### src/rtl/sif_irq_pkg.sv
// Package: shared constants for the serial port interrupt gate.
// Assumes the cause index order below is also the precedence order,
// with the highest index winning.
package sif_irq_pkg;

    localparam int NUM_SRC  = 3;   // number of interrupt causes
    localparam int SRC_TX   = 0;   // transmit done flag/enable bit
    localparam int SRC_RX   = 1;   // receive done flag/enable bit
    localparam int SRC_ERR  = 2;   // receive error flag/enable bit

    localparam int REG_FLAGS  = 0; // write-one-to-clear status
    localparam int REG_ENABLE = 1; // per-cause enable bits
    localparam int REG_PRIO   = 2; // shared priority level

endpackage

### src/rtl/sif_irq_flags.sv
// Module: sif_irq_flags
// Holds one sticky status flag per cause. An event pulse sets its flag,
// and a write with a 1 in the flag's bit clears it. The set wins when both
// arrive in the same cycle. Assumes the event inputs are synchronous
// one-cycle pulses.
module sif_irq_flags #(
    parameter int NUM_SRC = 3
) (
    input  logic               clk,
    input  logic               rst_n,
    input  logic [NUM_SRC-1:0] evt,
    input  logic               clr_we,
    input  logic [NUM_SRC-1:0] clr_mask,
    output logic [NUM_SRC-1:0] flags
);

    for (genvar i = 0; i < NUM_SRC; i++) begin : g_flag
        // Purpose: sticky flag i, with set taking precedence over clear.
        always_ff @(posedge clk) begin
            if (!rst_n) begin
                flags[i] <= 1'b0;
            end else if (evt[i]) begin
                flags[i] <= 1'b1;
            end else if (clr_we && clr_mask[i]) begin
                flags[i] <= 1'b0;
            end
        end

        AST_FLAG_SET: assert property (@(posedge clk) disable iff (!rst_n)
            evt[i] |=> flags[i]);
        AST_SET_BEATS_CLEAR: assert property (@(posedge clk) disable iff (!rst_n)
            (evt[i] && clr_we && clr_mask[i]) |=> flags[i]);
        AST_W1C_CLEARS: assert property (@(posedge clk) disable iff (!rst_n)
            (!evt[i] && clr_we && clr_mask[i]) |=> !flags[i]);
        AST_FLAG_HOLDS: assert property (@(posedge clk) disable iff (!rst_n)
            (!evt[i] && !(clr_we && clr_mask[i])) |=> $stable(flags[i]));
    end

endmodule

### src/rtl/sif_irq_ctrl.sv
// Module: sif_irq_ctrl
// Holds the software-written enable bits and the shared priority level,
// and drives the read-back multiplexer for all registers. Assumes one
// write per cycle, with the address decoded by the caller.
module sif_irq_ctrl #(
    parameter int NUM_SRC = 3,
    parameter int PRIO_W  = 2,
    parameter int DATA_W  = 8,
    parameter int ADDR_W  = 2
) (
    input  logic               clk,
    input  logic               rst_n,
    input  logic               en_we,
    input  logic               prio_we,
    input  logic [DATA_W-1:0]  wdata,
    input  logic [ADDR_W-1:0]  rd_addr,
    input  logic [NUM_SRC-1:0] flags,
    output logic [NUM_SRC-1:0] en,
    output logic [PRIO_W-1:0]  prio,
    output logic [DATA_W-1:0]  rdata
);
    import sif_irq_pkg::*;

    // Purpose: enable register, written from the low data bits.
    always_ff @(posedge clk) begin
        if (!rst_n) begin
            en <= '0;
        end else if (en_we) begin
            en <= wdata[NUM_SRC-1:0];
        end
    end

    // Purpose: shared priority level register.
    always_ff @(posedge clk) begin
        if (!rst_n) begin
            prio <= '0;
        end else if (prio_we) begin
            prio <= wdata[PRIO_W-1:0];
        end
    end

    // Purpose: register read-back with zero fill for unused bits.
    always_comb begin
        rdata = '0;
        case (rd_addr)
            ADDR_W'(REG_FLAGS):  rdata[NUM_SRC-1:0] = flags;
            ADDR_W'(REG_ENABLE): rdata[NUM_SRC-1:0] = en;
            ADDR_W'(REG_PRIO):   rdata[PRIO_W-1:0]  = prio;
            default:             rdata = '0;
        endcase
    end

    AST_PRIO_WRITE: assert property (@(posedge clk) disable iff (!rst_n)
        prio_we |=> prio == $past(wdata[PRIO_W-1:0]));
    AST_EN_KEEP: assert property (@(posedge clk) disable iff (!rst_n)
        !en_we |=> $stable(en));

endmodule

### src/rtl/sif_irq_arbiter.sv
// Module: sif_irq_arbiter
// Picks the highest-precedence enabled pending cause, gates it against
// the priority-versus-mask compare, and drives the request, the cause
// code and the vector. Assumes that a higher cause index means higher
// precedence. Purely combinational; the clock is used only by the checks.
module sif_irq_arbiter #(
    parameter int NUM_SRC = 3,
    parameter int PRIO_W  = 2,
    parameter int VEC_W   = 24,
    parameter logic [NUM_SRC-1:0][VEC_W-1:0] VEC_TABLE = '0
) (
    input  logic                        clk,
    input  logic                        rst_n,
    input  logic [NUM_SRC-1:0]          flags,
    input  logic [NUM_SRC-1:0]          en,
    input  logic [PRIO_W-1:0]           prio,
    input  logic [PRIO_W-1:0]           mask,
    output logic                        req,
    output logic [$clog2(NUM_SRC+1)-1:0] cause,
    output logic [VEC_W-1:0]            vector
);
    localparam int IDX_W   = (NUM_SRC > 1) ? $clog2(NUM_SRC) : 1;
    localparam int CAUSE_W = $clog2(NUM_SRC + 1);

    logic [NUM_SRC-1:0] pending;
    logic               win_valid;
    logic [IDX_W-1:0]   win_idx;
    logic               prio_ok;

    assign pending = flags & en;
    assign prio_ok = (prio > mask);

    // Purpose: scan upward so that the highest pending index wins.
    always_comb begin
        win_valid = 1'b0;
        win_idx   = '0;
        for (int i = 0; i < NUM_SRC; i++) begin
            if (pending[i]) begin
                win_valid = 1'b1;
                win_idx   = IDX_W'(i);
            end
        end
    end

    // Purpose: final gate and output encoding, zero while idle.
    always_comb begin
        req    = win_valid && prio_ok;
        cause  = '0;
        vector = '0;
        if (req) begin
            cause  = CAUSE_W'(win_idx) + CAUSE_W'(1);
            vector = VEC_TABLE[win_idx];
        end
    end

    AST_REQ_HAS_SOURCE: assert property (@(posedge clk) disable iff (!rst_n)
        req |-> ((flags & en) != '0));
    AST_PRIO_ZERO_QUIET: assert property (@(posedge clk) disable iff (!rst_n)
        (prio == '0) |-> !req);
    AST_TOP_WINS: assert property (@(posedge clk) disable iff (!rst_n)
        (req && flags[NUM_SRC-1] && en[NUM_SRC-1]) |-> (cause == CAUSE_W'(NUM_SRC)));
    AST_IDLE_OUTPUTS: assert property (@(posedge clk) disable iff (!rst_n)
        !req |-> (vector == '0 && cause == '0));

endmodule

### src/rtl/sif_irq_gate.sv
// Module: sif_irq_gate (top)
// Serial port interrupt gate: sticky cause flags, software enables and
// priority, and the request decision against the CPU mask level.
// Assumes event pulses are synchronous to clk and last one cycle.
module sif_irq_gate #(
    parameter int NUM_SRC = sif_irq_pkg::NUM_SRC,
    parameter int PRIO_W  = 2,
    parameter int DATA_W  = 8,
    parameter int ADDR_W  = 2,
    parameter int VEC_W   = 24,
    parameter logic [VEC_W-1:0] VEC_TX  = 24'h000014,
    parameter logic [VEC_W-1:0] VEC_RX  = 24'h000012,
    parameter logic [VEC_W-1:0] VEC_ERR = 24'h000010
) (
    input  logic              clk,
    input  logic              rst_n,
    input  logic              tx_done_evt,
    input  logic              rx_done_evt,
    input  logic              rx_err_evt,
    input  logic [PRIO_W-1:0] cpu_mask,
    input  logic [ADDR_W-1:0] reg_addr,
    input  logic              reg_wr,
    input  logic [DATA_W-1:0] reg_wdata,
    output logic [DATA_W-1:0] reg_rdata,
    output logic              irq_req,
    output logic [1:0]        irq_cause,
    output logic [VEC_W-1:0]  irq_vector
);
    import sif_irq_pkg::*;

    localparam logic [NUM_SRC-1:0][VEC_W-1:0] VEC_TABLE = {VEC_ERR, VEC_RX, VEC_TX};

    logic [NUM_SRC-1:0] evt;
    logic [NUM_SRC-1:0] flags;
    logic [NUM_SRC-1:0] en;
    logic [PRIO_W-1:0]  prio;
    logic               flags_we;
    logic               en_we;
    logic               prio_we;

    // Purpose: map the event pins onto cause indices.
    always_comb begin
        evt          = '0;
        evt[SRC_TX]  = tx_done_evt;
        evt[SRC_RX]  = rx_done_evt;
        evt[SRC_ERR] = rx_err_evt;
    end

    // Purpose: decode register writes by address.
    always_comb begin
        flags_we = reg_wr && (reg_addr == ADDR_W'(REG_FLAGS));
        en_we    = reg_wr && (reg_addr == ADDR_W'(REG_ENABLE));
        prio_we  = reg_wr && (reg_addr == ADDR_W'(REG_PRIO));
    end

    sif_irq_flags #(
        .NUM_SRC (NUM_SRC)
    ) u_flags (
        .clk      (clk),
        .rst_n    (rst_n),
        .evt      (evt),
        .clr_we   (flags_we),
        .clr_mask (reg_wdata[NUM_SRC-1:0]),
        .flags    (flags)
    );

    sif_irq_ctrl #(
        .NUM_SRC (NUM_SRC),
        .PRIO_W  (PRIO_W),
        .DATA_W  (DATA_W),
        .ADDR_W  (ADDR_W)
    ) u_ctrl (
        .clk     (clk),
        .rst_n   (rst_n),
        .en_we   (en_we),
        .prio_we (prio_we),
        .wdata   (reg_wdata),
        .rd_addr (reg_addr),
        .flags   (flags),
        .en      (en),
        .prio    (prio),
        .rdata   (reg_rdata)
    );

    sif_irq_arbiter #(
        .NUM_SRC   (NUM_SRC),
        .PRIO_W    (PRIO_W),
        .VEC_W     (VEC_W),
        .VEC_TABLE (VEC_TABLE)
    ) u_arb (
        .clk    (clk),
        .rst_n  (rst_n),
        .flags  (flags),
        .en     (en),
        .prio   (prio),
        .mask   (cpu_mask),
        .req    (irq_req),
        .cause  (irq_cause),
        .vector (irq_vector)
    );

    AST_MASK_GATE: assert property (@(posedge clk) disable iff (!rst_n)
        irq_req |-> (prio > cpu_mask));
    AST_SET_DESPITE_DISABLE: assert property (@(posedge clk) disable iff (!rst_n)
        (tx_done_evt && !en[SRC_TX]) |=> flags[SRC_TX]);

endmodule

### config.mk
export PLATFORM = sky130hd
export DESIGN_NAME = sif_irq_gate
export DESIGN_NICKNAME = d
export VERILOG_FILES = /design/src/rtl/sif_irq_pkg.sv /design/src/rtl/sif_irq_flags.sv /design/src/rtl/sif_irq_ctrl.sv /design/src/rtl/sif_irq_arbiter.sv /design/src/rtl/sif_irq_gate.sv
export SDC_FILE = /design/constraint.sdc
export NUM_CORES = 1
export LEC_CHECK = 0
export ABC_AREA = 1
export BUFFER_PORTS_ARGS = -buffer_cell sky130_fd_sc_hd__clkbuf_2
export CAP_MARGIN = 25
export CORE_MARGIN = 2
export CORE_UTILIZATION = 44
export CTS_BUF_LIST = sky130_fd_sc_hd__clkbuf_4 sky130_fd_sc_hd__clkbuf_8
export DETAILED_ROUTE_END_ITERATION = 10
export PLACE_DENSITY = 0.95
export SYNTH_ARGS = -nofsm -noshare
export SYNTH_HDL_FRONTEND = slang
export SYNTH_SLANG_ARGS = --single-unit
### constraint.sdc
create_clock -name clk -period 2.4 [get_ports clk]
set_input_delay 0.48 -clock clk [delete_from_list [all_inputs] [get_ports clk]]
set_output_delay 0.48 -clock clk [all_outputs]
set_load 0.01 [all_outputs]
# Yosys cells after proc, flatten, opt, wreduce, memory -nomap -nowiden
# Index checks and enable logic that the tools add are counted.
[op_classes]
add_sub_neg = 1
magnitude_cmp = 2
n_eq_ne = 2
mux = 17
n_bitwise = 1
reduce_logical = 11
[op_table]
columns = ["op", "n"]
rows = [
  ["$bmux 24 s2", 1],
  ["$mux 24", 2],
  ["$mux 1", 10],
  ["$logic_and 1x1->1", 7],
  ["$pmux 2 s3", 1],
  ["$reduce_bool 2->1", 3],
  ["$mux 2", 2],
  ["$and 3x3->3", 1],
  ["$lt 2x3->1 const B", 1],
  ["$add 2x1->2 const B", 1],
  ["$eq 2x1->1 const B", 1],
  ["$eq 2x2->1 const B", 1],
  ["$gt 2x2->1", 1],
  ["$logic_not 2->1", 1],
  ["$pmux 1 s2", 1],
]
[totals]
regBits = 8
input_bits = 18
output_inout_bits = 35
wordCells = 39

# Logic depth before layout (Yosys ltp)
# Gate-level depths: netlist of the first run.
[logic_depth]
word_depth = 6
mapped_depth = 6
ltp_nobuf = 6

# By module
# A second synthesis of the first run with hierarchy kept.
[unflattened]
hier_cells = 111
hier_area_um2 = 704.4
[modules_own_cells]
columns = ["mod", "n_inst", "cells_each", "area_per_inst_um2", "seq_area_each_um2"]
rows = [
  ["sif_irq_arbiter", 1, 46, 286.5, 0.0],
  ["sif_irq_ctrl", 1, 42, 275.3, 100.1],
  ["sif_irq_flags", 1, 16, 116.4, 60.1],
  ["sif_irq_gate", 1, 7, 26.3, 0.0],
]

# Worst setup path after synthesis of the first run
# Ideal clock, no wire load.
[synth_timing]
kind = "input -> output"
startpoint = "input port cpu_mask[1]"
endpoint = "output port irq_cause[0]"
arrival_time_ps = 1262
t_required_ps = 1920
path_slack_ps = 658
path_stages = 6
path_buffers = 0
cell_sequence = "inv_1 ha_1 inv_1 o21bai_1 nand3_2 nor2_1"
[synth_via]
elab_chain_cells = 3
[synth_lines]
columns = ["element", "line_no", "rtl"]
rows = [
  ["start, declared", "sif_irq_gate.sv:20", "input logic [PRIO_W-1:0] cpu_mask,"],
  ["$gt 2x2->1", "sif_irq_arbiter.sv:31", "assign prio_ok = (prio > mask);"],
  ["$logic_and 1x1->1", "sif_irq_arbiter.sv:47", "req = win_valid && prio_ok;"],
  ["$mux 2", "sif_irq_arbiter.sv:50", "if (req) begin"],
  ["end, declared", "sif_irq_gate.sv:26", "output logic [1:0] irq_cause,"],
]
# No other way between the ends.

# Worst setup path in the final report of the first run
[layout_timing]
startpoint = "register u_ctrl.prio[1]"
endpoint = "output port irq_vector[2]"
[layout_via]
elab_chain_cells = 3
[layout_lines]
columns = ["element", "line_no", "rtl"]
rows = [
  ["start, declared", "sif_irq_ctrl.sv:19", "output logic [PRIO_W-1:0] prio,"],
  ["start signal, assigned", "sif_irq_ctrl.sv:38", "prio <= wdata[PRIO_W-1:0];"],
  ["$gt 2x2->1", "sif_irq_arbiter.sv:31", ""],
  ["$logic_and 1x1->1", "sif_irq_arbiter.sv:47", ""],
  ["$mux 24", "sif_irq_arbiter.sv:50", ""],
  ["end, declared", "sif_irq_gate.sv:27", "output logic [VEC_W-1:0] irq_vector"],
]
# No other way between the ends.

==> results.yml, run 1 <==
outcome:
  status: "finished clean"
global_routing:
  grt_pass1_vias: 510
  antenna_found_initial: 0
  grt_max_degree: 7
  grt_overflow: 0
  grt.total_usage: 0.141
  grt_pass1_wl_um: 1990
yosys:
  synthMuxAreaShare: 0
  synth_xor_area_frac: 0
  synthAdderAreaFrac: 0.0357
  yosysMostFrequentCell: "buf_4"
  synthCells: 106
  synthTopCellsByCount: "buf_4 (26), nand2_1 (21), inv_1 (16)"
  synth.distinct_cells: 15
  seq_area_frac_synth: 0.229
  async_reset_ff_frac: 0
  yosys.area.top_type: "buf_4"
  yosys-top-cells-area: "buf_4 (28%), dfxtp_1 (23%), nand2_1 (11%)"
  synth_top_area_share: 0.279
  yosysWarnings: 0
  synth_ff_type: "dfxtp_1"
  synth_top_family_by_area: "buffers and inverters"
  synth-seq-cells: 8
  syn_avg_cell_area_um2: 6.61
  synth_edf_count: 0
  netlist_area_um2: 701
  synth-simple-area-share: 0.291
  synth_compound_area_frac: 0.0750
critical_path:
  path_cells: "ha_1 > inv_1 > o21bai_1 > nand3_2 > nor2_1 > clkbuf_2"
  crit_start: "u_ctrl.prio[1]$_SDFFE_PN0P_"
  required_ns: 1.92
  cp_slowest_cell: "dfxtp_1"
  worstReg2RegEnd: "u_ctrl.en[2]$_SDFFE_PN0P_"
  reg2reg_depth: 4
  worstSetupEndpointType: "output port"
  arrival_ns: 1.46
  reg2reg_slack_ns: 1.75
  cp-start-kind: "flop"
  critPathMaxStageDelay_ns: 0.33
  worstPathMaxFanout: 6
  path_class: "flop to output port"
  crit_end: "irq_vector[2]"
  reg2reg_from: "u_ctrl.en[2]$_SDFFE_PN0P_"
detailed_routing:
  drt-wirelength-per-cell_um: 8.83
  drcViolationCount: 0
  firstDrtPassIters: 4
  totalWireLength_um: 1280
  ant_nets: 0
  vias_per_cell: 4.38
  vias: 635
  drt-initial-drc-count: 17
pwr:
  net-switching-power_mw: 0.109
  swShare: 0.329
  clockPowerShare: 0.324
  powerDensity_nw_per_um2: 442
  p_leak_nw: 0.457
  p_int_mw: 0.222
  pwr-share-seq: 0.443
  combinationalPowerShare: 0.233
  ir_drop_mv: 0.184
sta:
  drv_slew: 0
  worst_slack_ns: 0.458
  setup_viol: 0
  max_freq_mhz: 515
  finalSetupTns_ns: 0
  rsz0062_at_grt: "false"
  period_share: 0.809
  hold_violations: 0
  fin_crit_ns: 1.94
  fin_skew_ns: 0
clock_tree:
  hold_buffers: 0
  cts_buffers: 3
  cts_tree: "built"
  ctsResizeCount: 0
  htree_num_levels: 1
  path_clk_slew_ns: 0.06
  clkSinkCount: 8
  cts-root-buf: "clkbuf_4"
  clk_path_buf_depth: 2
  clk-insertion-delay-late_ns: 0.26
  cts_setup_buffers: 0
placement:
  gp_congestion: 0.842
  dp_slack_ns: 0.451
  port_buffers: 21
  place_inst: 142
  dpl.hpwl_um: 1080
final_layout:
  nFillCells: 157
  area_growth_pct: 6.61
  final_nets: 151
  regArea_um2: 160
  fin_util: 0.496
  n_antenna_cell: 0
  stdcell_count: 145
  drive_above_1_share: 0.240
  multiInputGateArea_um2: 379
floorplan:
  initial_core_util: 0.465
  fp.dieW_um: 43.9
  coreArea_um2: 1510
  io_pins: 53
  die_area_um2: 1930
  num_rows: 14
  die_y_um: 43.9
min_path:
  hp-class: "primary input to flop"
run:
  drv_cap: 0
[critical path, delay by kind of cell (launching register included)]
family	cells	cell delay, ns
AND/OR/NAND/NOR	2	0.26
adder cells (fa/ha/maj)	1	0.30
buffers and inverters	2	0.18
AO/OA/AOI/OAI	1	0.14
flip-flops	1	0.33
[cell families (layout without fill, tap and decap cells)]
family	after synthesis	after routing
and+or+nand+nor	44	44
buffers and inverters	42	40
AOI/OAI and AO/OA	9	9
DFF	8	8
adders and majority gates	2	2
other	1	26
[power by group through the flow]
stage / clock, mW / sequential (mW) / combinational, mW
6_report: 0.107 / 0.146 / 0.0770
4_1_cts: 0.109 / 0.146 / 0.0765
5_1_grt: 0.116 / 0.147 / 0.0869
3_5_place_dp: 0 / 0.149 / 0.0762
3_3_place_gp: 0 / 0.148 / 0.0738
2_1_floorplan: 0 / 0.148 / 0.0823
[flip-flops by register name (all words and copies together) (netlist names)]
name	flops
u_ctrl.en	3
u_ctrl.prio	2
u_flags.flags	3
[per-layer routing]
metal  part of all wire  global-route usage
met4              0.016              0.0970
met5                  0                   0
met1               0.39               0.150
met2               0.51               0.250
met3              0.085              0.0250
[through the flow]
step	cell area (um^2)	hold slack [ns]	power [mW]
after floorplan	795	0.452	0.230
after detailed placement	724	0.483	0.225
after global routing	747	0.451	0.350
final	747	0.440	0.330
after CTS	747	0.440	0.332
after global placement	724	0.466	0.222
[final cells by class]
type,instances,share of cell area
Multi-Input combinational cell,81,0.508
Sequential cell,8,0.214
Timing Repair Buffer,21,0.141
Inverter,16,0.0804
Clock buffer,3,0.0302
Tap cell,16,0.0268
[how the worst min path moves through the flow]
stage,startpoint,end,depth (start not counted)
after floorplan,u_flags.flags[0]$_SDFFE_PN0P_,u_flags.flags[0]$_SDFFE_PN0P_,2
after global placement,u_flags.flags[1]$_SDFFE_PN0P_,u_flags.flags[1]$_SDFFE_PN0P_,2
after detailed placement,u_flags.flags[1]$_SDFFE_PN0P_,u_flags.flags[1]$_SDFFE_PN0P_,2
after CTS,rx_done_evt,u_flags.flags[1]$_SDFFE_PN0P_,3
after global routing,tx_done_evt,u_flags.flags[0]$_SDFFE_PN0P_,3
final,tx_done_evt,u_flags.flags[0]$_SDFFE_PN0P_,3
[layout by cell type (no fill, tap or decap), types with 3 or more instances in the layout]
cell	count
dfxtp_1	8
nand2_1	21
conb_1	26
a21oi_1	5
nor2_2	4
clkbuf_4	3
inv_1	16
nand3_2	3
nor2_1	9
clkbuf_2	21
nand3_1	6
No activity file was read; power rests on OpenSTA's default activity.
==> run 2, diff against run 1 <==
CORE_UTILIZATION = 41   (was 44)
PLACE_DENSITY = 0.92   (was 0.95)
clock period = 1.8 ns   (was 2.4 ns; I/O delays follow)
==> run 2 against run 1 <==
The run now ends with setup timing left. Register-to-register slack worse by 0.64 ns. Routed wire length is 0.78% lower. Via count is 1.1% lower. Non-clock buffer count is 1 higher. Combinational power is 40% higher. Die area is 6.6% higher. Critical path depth stayed put. Core utilization is 0.42 points higher. Critical endpoint is now irq_cause[1]. Highest routed layer unchanged.
==> results.yml, run 2 (synthesis gave the netlist of run 1 again) <==
placement:
  port_buffers: 21
  dpl.hpwl_um: 1060
  placed_cell_area_um2: 724
  dp_slack_ns: 0.0850
  gp_congestion: 0.805
  place_inst: 142
final_layout:
  n_antenna_cell: 0
  final_common_cell: "conb_1"
  reg.largest.list: "u_ctrl.en x3, u_flags.flags x3, u_ctrl.prio x2"
  area_growth_pct: 11.3
  final_cell_mix: "conb_1 (26), nand2_1 (21), clkbuf_2 (16)"
  drive_above_1_share: 0.277
  nFillCells: 181
  final_nets: 152
  multiInputGateArea_um2: 394
  stdcell_count: 146
  finalInstanceArea_um2: 779
  fin_util: 0.500
  regArea_um2: 164
sta:
  fin_skew_ns: 0
  finalSetupTns_ns: -0.00279
  fin_crit_ns: 1.80
  drv_slew: 0
  worst_slack_ns: -0.00279
  setup_viol: 1
  max_freq_mhz: 555
  period_share: 1.00
  rsz0062_at_grt: "true"
  hold_violations: 0
  whs_ns: 0.322
detailed_routing:
  ant_nets: 0
  vias_per_cell: 4.30
  vias: 628
  drcViolationCount: 0
  firstDrtPassIters: 4
  drt-wirelength-per-cell_um: 8.70
  totalWireLength_um: 1270
  drt-initial-drc-count: 10
pwr:
  ir_drop_mv: 0.401
  pwr-share-seq: 0.440
  clockPowerShare: 0.315
  p_leak_nw: 0.466
  net-switching-power_mw: 0.142
  combinationalPowerShare: 0.245
  swShare: 0.324
  power.total_mw: 0.440
  powerDensity_nw_per_um2: 564
  p_int_mw: 0.297
global_routing:
  grt.total_usage: 0.131
  grt_pass1_wl_um: 1940
  antenna_found_initial: 0
  grt_pass1_vias: 488
  grt_max_degree: 7
  grt_overflow: 0
clock_tree:
  clk_path_buf_depth: 2
  cts_tree: "built"
  clkSinkCount: 8
  htree_num_levels: 1
  clk-insertion-delay-late_ns: 0.25
  path_clk_slew_ns: 0.06
  cts-root-buf: "clkbuf_4"
  cts_buffers: 3
floorplan:
  die_area_um2: 2060
  die_y_um: 45.3
  io_pins: 53
  num_rows: 14
  fp.dieW_um: 45.3
  coreArea_um2: 1560
  initial_core_util: 0.449
critical_path:
  required_ns: 1.44
  cp-start-kind: "flop"
  worstPathMaxFanout: 6
  path_class: "flop to output port"
  worstSetupEndpointType: "output port"
  arrival_ns: 1.44
outcome:
  status: "complete, but fails checks"
  violations: "setup timing"
min_path:
  hp-class: "primary input to flop"
run:
  drv_cap: 0
==> run 2: cell count changes in the layout (fill, tap and decap cells not counted), sizes merged <==
cell    change
buf         +6
clkbuf      -5
==> run 2: layout make-up <==
cell class,count,area share
Inverter,16,0.0770
Clock buffer,3,0.0289
Tap cell,16,0.0257
Timing Repair Buffer,22,0.152
Multi-Input combinational cell,81,0.506
Sequential cell,8,0.210
==> run 2: worst max-delay path: stages (launching register included) <==
cell and delay, ns:
dfxtp_4 0.35, ha_4 0.26, inv_2 0.03, o21bai_1 0.15
nand3_2 0.15, nor2_1 0.12, buf_2 0.13
==> run 2: path summary, 6_finish.rpt <==
kind / from / end / cells past startpoint / slack (ns)
max: u_ctrl.prio[1]$_SDFFE_PN0P_ / irq_cause[1] / 6 / -0.003
min reg2reg: u_flags.flags[1]$_SDFFE_PN0P_ / u_flags.flags[1]$_SDFFE_PN0P_ / 2 / 0.48
max reg2reg: u_ctrl.prio[1]$_SDFFE_PN0P_ / u_ctrl.prio[1]$_SDFFE_PN0P_ / 3 / 1.11
min: rx_done_evt / u_flags.flags[1]$_SDFFE_PN0P_ / 3 / 0.32
==> run 2: power groups by stage <==
stage / logic [mW] / registers (mW) / clock network, mW
2_1_floorplan: 0.110 / 0.197 / 0
3_3_place_gp: 0.0986 / 0.198 / 0
3_5_place_dp: 0.102 / 0.198 / 0
4_1_cts: 0.106 / 0.194 / 0.142
5_1_grt: 0.122 / 0.195 / 0.154
6_report: 0.108 / 0.194 / 0.139
==> run 2: per-layer routing <==
| layer | vias to the layer above | wire length (um) | track usage |
|---|---|---|---|
| li1 | 323 | - | - |
| met1 | 270 | 503 | 0.144 |
| met2 | 33 | 669 | 0.234 |
| met3 | 2 | 89 | 0.0480 |
| met4 | 0 | 7 | 0.0353 |
| met5 | - | 0 | 0 |
==> run 2: repair_timing <==
| action | 4_1_cts | 5_1_grt |
|---|---|---|
| setup endpoints to repair | 4 | 6 |
| setup buffers | 1 | 0 |
| hold buffers | 0 | 0 |
| resized for setup | 4 | 7 |
| pin swaps | 5 | 3 |
==> run 3, diff against run 2 <==
PLACE_DENSITY = 0.89   (was 0.92)
==> run 3 against run 2 <==
The run now ends clean. Via count up 4.0%. Count of clock-buffer cells in the layout is the same. Routed wire length decreased by 1.3%. Largest power group unchanged. Final area shrank 0.32%. Worst setup slack improved by 0.040 ns. Global-route usage rose by 1.1 points. Cell count did not move. Clock power down 4%. Sequential power about the same. Sequential share of layout area is 0.068 points higher. First-iteration DRC count rose by 50%.
==> results.yml, run 3 (synthesis gave the netlist of run 1 again) <==
clock_tree:
  clk_path_buf_depth: 2
  cts_tree: "built"
  clk-insertion-delay-late_ns: 0.25
  path_clk_slew_ns: 0.05
  cts-root-buf: "clkbuf_4"
  hold_buffers: 0
  cts_buffers: 3
  clkSinkCount: 8
  htree_num_levels: 1
min_path:
  hp-class: "primary input to flop"
  min-delay-start: "rx_done_evt"
  hold_depth: 3
  hold_path_end: "u_flags.flags[1]$_SDFFE_PN0P_"
floorplan:
  die_area_um2: 2060
  initial_core_util: 0.449
  die_y_um: 45.3
  num_rows: 14
  fp.dieW_um: 45.3
  coreArea_um2: 1560
  io_pins: 53
final_layout:
  multiInputGateArea_um2: 392
  fin_util: 0.498
  regArea_um2: 164
  final_nets: 152
  stdcell_count: 146
  finalInstanceArea_um2: 777
  nFillCells: 170
  reg.largest.list: "u_ctrl.en x3, u_flags.flags x3, u_ctrl.prio x2"
  final_common_cell: "conb_1"
  drive_above_1_share: 0.269
  n_antenna_cell: 0
  area_growth_pct: 10.9
  final_cell_mix: "conb_1 (26), nand2_1 (21), clkbuf_2 (16)"
detailed_routing:
  vias: 653
  vias_per_cell: 4.47
  totalWireLength_um: 1250
  drt-wirelength-per-cell_um: 8.58
  drt-initial-drc-count: 15
  firstDrtPassIters: 4
  drcViolationCount: 0
  ant_nets: 0
global_routing:
  grt_max_degree: 7
  grt_pass1_vias: 566
  grt.total_usage: 0.142
  grt_overflow: 0
  antenna_found_initial: 0
  grt_pass1_wl_um: 2140
critical_path:
  critPathMaxStageDelay_ns: 0.35
  path_class: "flop to output port"
  worstPathMaxFanout: 6
  reg2reg_from: "u_ctrl.prio[1]$_SDFFE_PN0P_"
  cp-start-kind: "flop"
  worstSetupEndpointType: "output port"
  crit_buf_inv: 2
  required_ns: 1.44
  reg2reg_depth: 3
  cpLargestDelayFamily: "flip-flops"
  worstReg2RegEnd: "u_ctrl.prio[1]$_SDFFE_PN0P_"
  reg2reg_slack_ns: 1.10
  cp_slowest_cell: "dfxtp_4"
  path_cells: "ha_4 > inv_2 > o21bai_1 > nand3_2 > nor2_1 > buf_2"
  arrival_ns: 1.40
pwr:
  p_leak_nw: 0.467
  net-switching-power_mw: 0.136
  clockPowerShare: 0.306
  powerDensity_nw_per_um2: 558
  combinationalPowerShare: 0.247
  pwr-share-seq: 0.447
  power.total_mw: 0.434
  ir_drop_mv: 0.373
  p_int_mw: 0.297
  swShare: 0.315
sta:
  period_share: 0.979
  drv_slew: 0
  max_freq_mhz: 567
  fin_crit_ns: 1.76
  worst_slack_ns: 0.0371
  hold_violations: 0
  fin_skew_ns: 0
  whs_ns: 0.328
  setup_viol: 0
  finalSetupTns_ns: 0
  rsz0062_at_grt: "true"
placement:
  dpl.hpwl_um: 1070
  place_inst: 142
  dp_slack_ns: 0.101
  gp_congestion: 0.881
  port_buffers: 21
  placed_cell_area_um2: 724
outcome:
  status: "finished clean"
run:
  drv_cap: 0
run 3: cell counts in the layout (fill, tap and decap cells not counted):
No cell type changed its count.
run 3: power by group through the flow:
| stage | Clock, mW | Combinational [mW] | Sequential [mW] |
|---|---|---|---|
| floorplan | 0 | 0.110 | 0.197 |
| global placement | 0 | 0.0984 | 0.198 |
| detailed placement | 0 | 0.102 | 0.198 |
| CTS | 0.139 | 0.105 | 0.194 |
| global route | 0.145 | 0.123 | 0.195 |
| finish | 0.133 | 0.107 | 0.194 |
run 3: worst max path at each step:
stage / start / end / cells past startpoint
5_1_grt: u_ctrl.prio[1]$_SDFFE_PN0P_ / irq_vector[1] / 6
6_report: u_ctrl.prio[1]$_SDFFE_PN0P_ / irq_vector[2] / 6
3_3_place_gp: cpu_mask[1] / irq_cause[0] / 8
3_5_place_dp: cpu_mask[1] / irq_vector[1] / 8
2_1_floorplan: cpu_mask[1] / irq_cause[0] / 6
4_1_cts: u_ctrl.prio[1]$_SDFFE_PN0P_ / irq_vector[1] / 6
run 3: layout make-up:
type,count,area share
flip-flops and latches,8,0.211
clock buffers,3,0.0290
multi-input cells,81,0.504
inverters,16,0.0773
repair buffers,22,0.153
well taps,16,0.0258
run 3: metal layers:
| metal | track usage | wire [um] | vias up |
|---|---|---|---|
| li1 | - | - | 326 |
| met1 | 0.167 | 524 | 291 |
| met2 | 0.246 | 620 | 36 |
| met3 | 0.0480 | 108 | 0 |
| met4 | 0.0353 | 0 | 0 |
| met5 | 0 | 0 | - |
run 3: timing repair:
| action | CTS | global route |
|---|---|---|
| pin swaps | 4 | 3 |
| cloned | 0 | 0 |
| resized for setup | 4 | 6 |
| setup buffers | 1 | 0 |
| endpoints found under the setup margin | 4 | 6 |
run 3: worst reg2reg max path: cells and delay by family, from the launching register on:
| kind | cells | cell delay, ns |
|---|---|---|
| flip-flops | 1 | 0.35 |
| buffers and inverters | 1 | 0.13 |
| AND/OR/NAND/NOR | 1 | 0.06 |
| AO/OA/AOI/OAI | 1 | 0.05 |
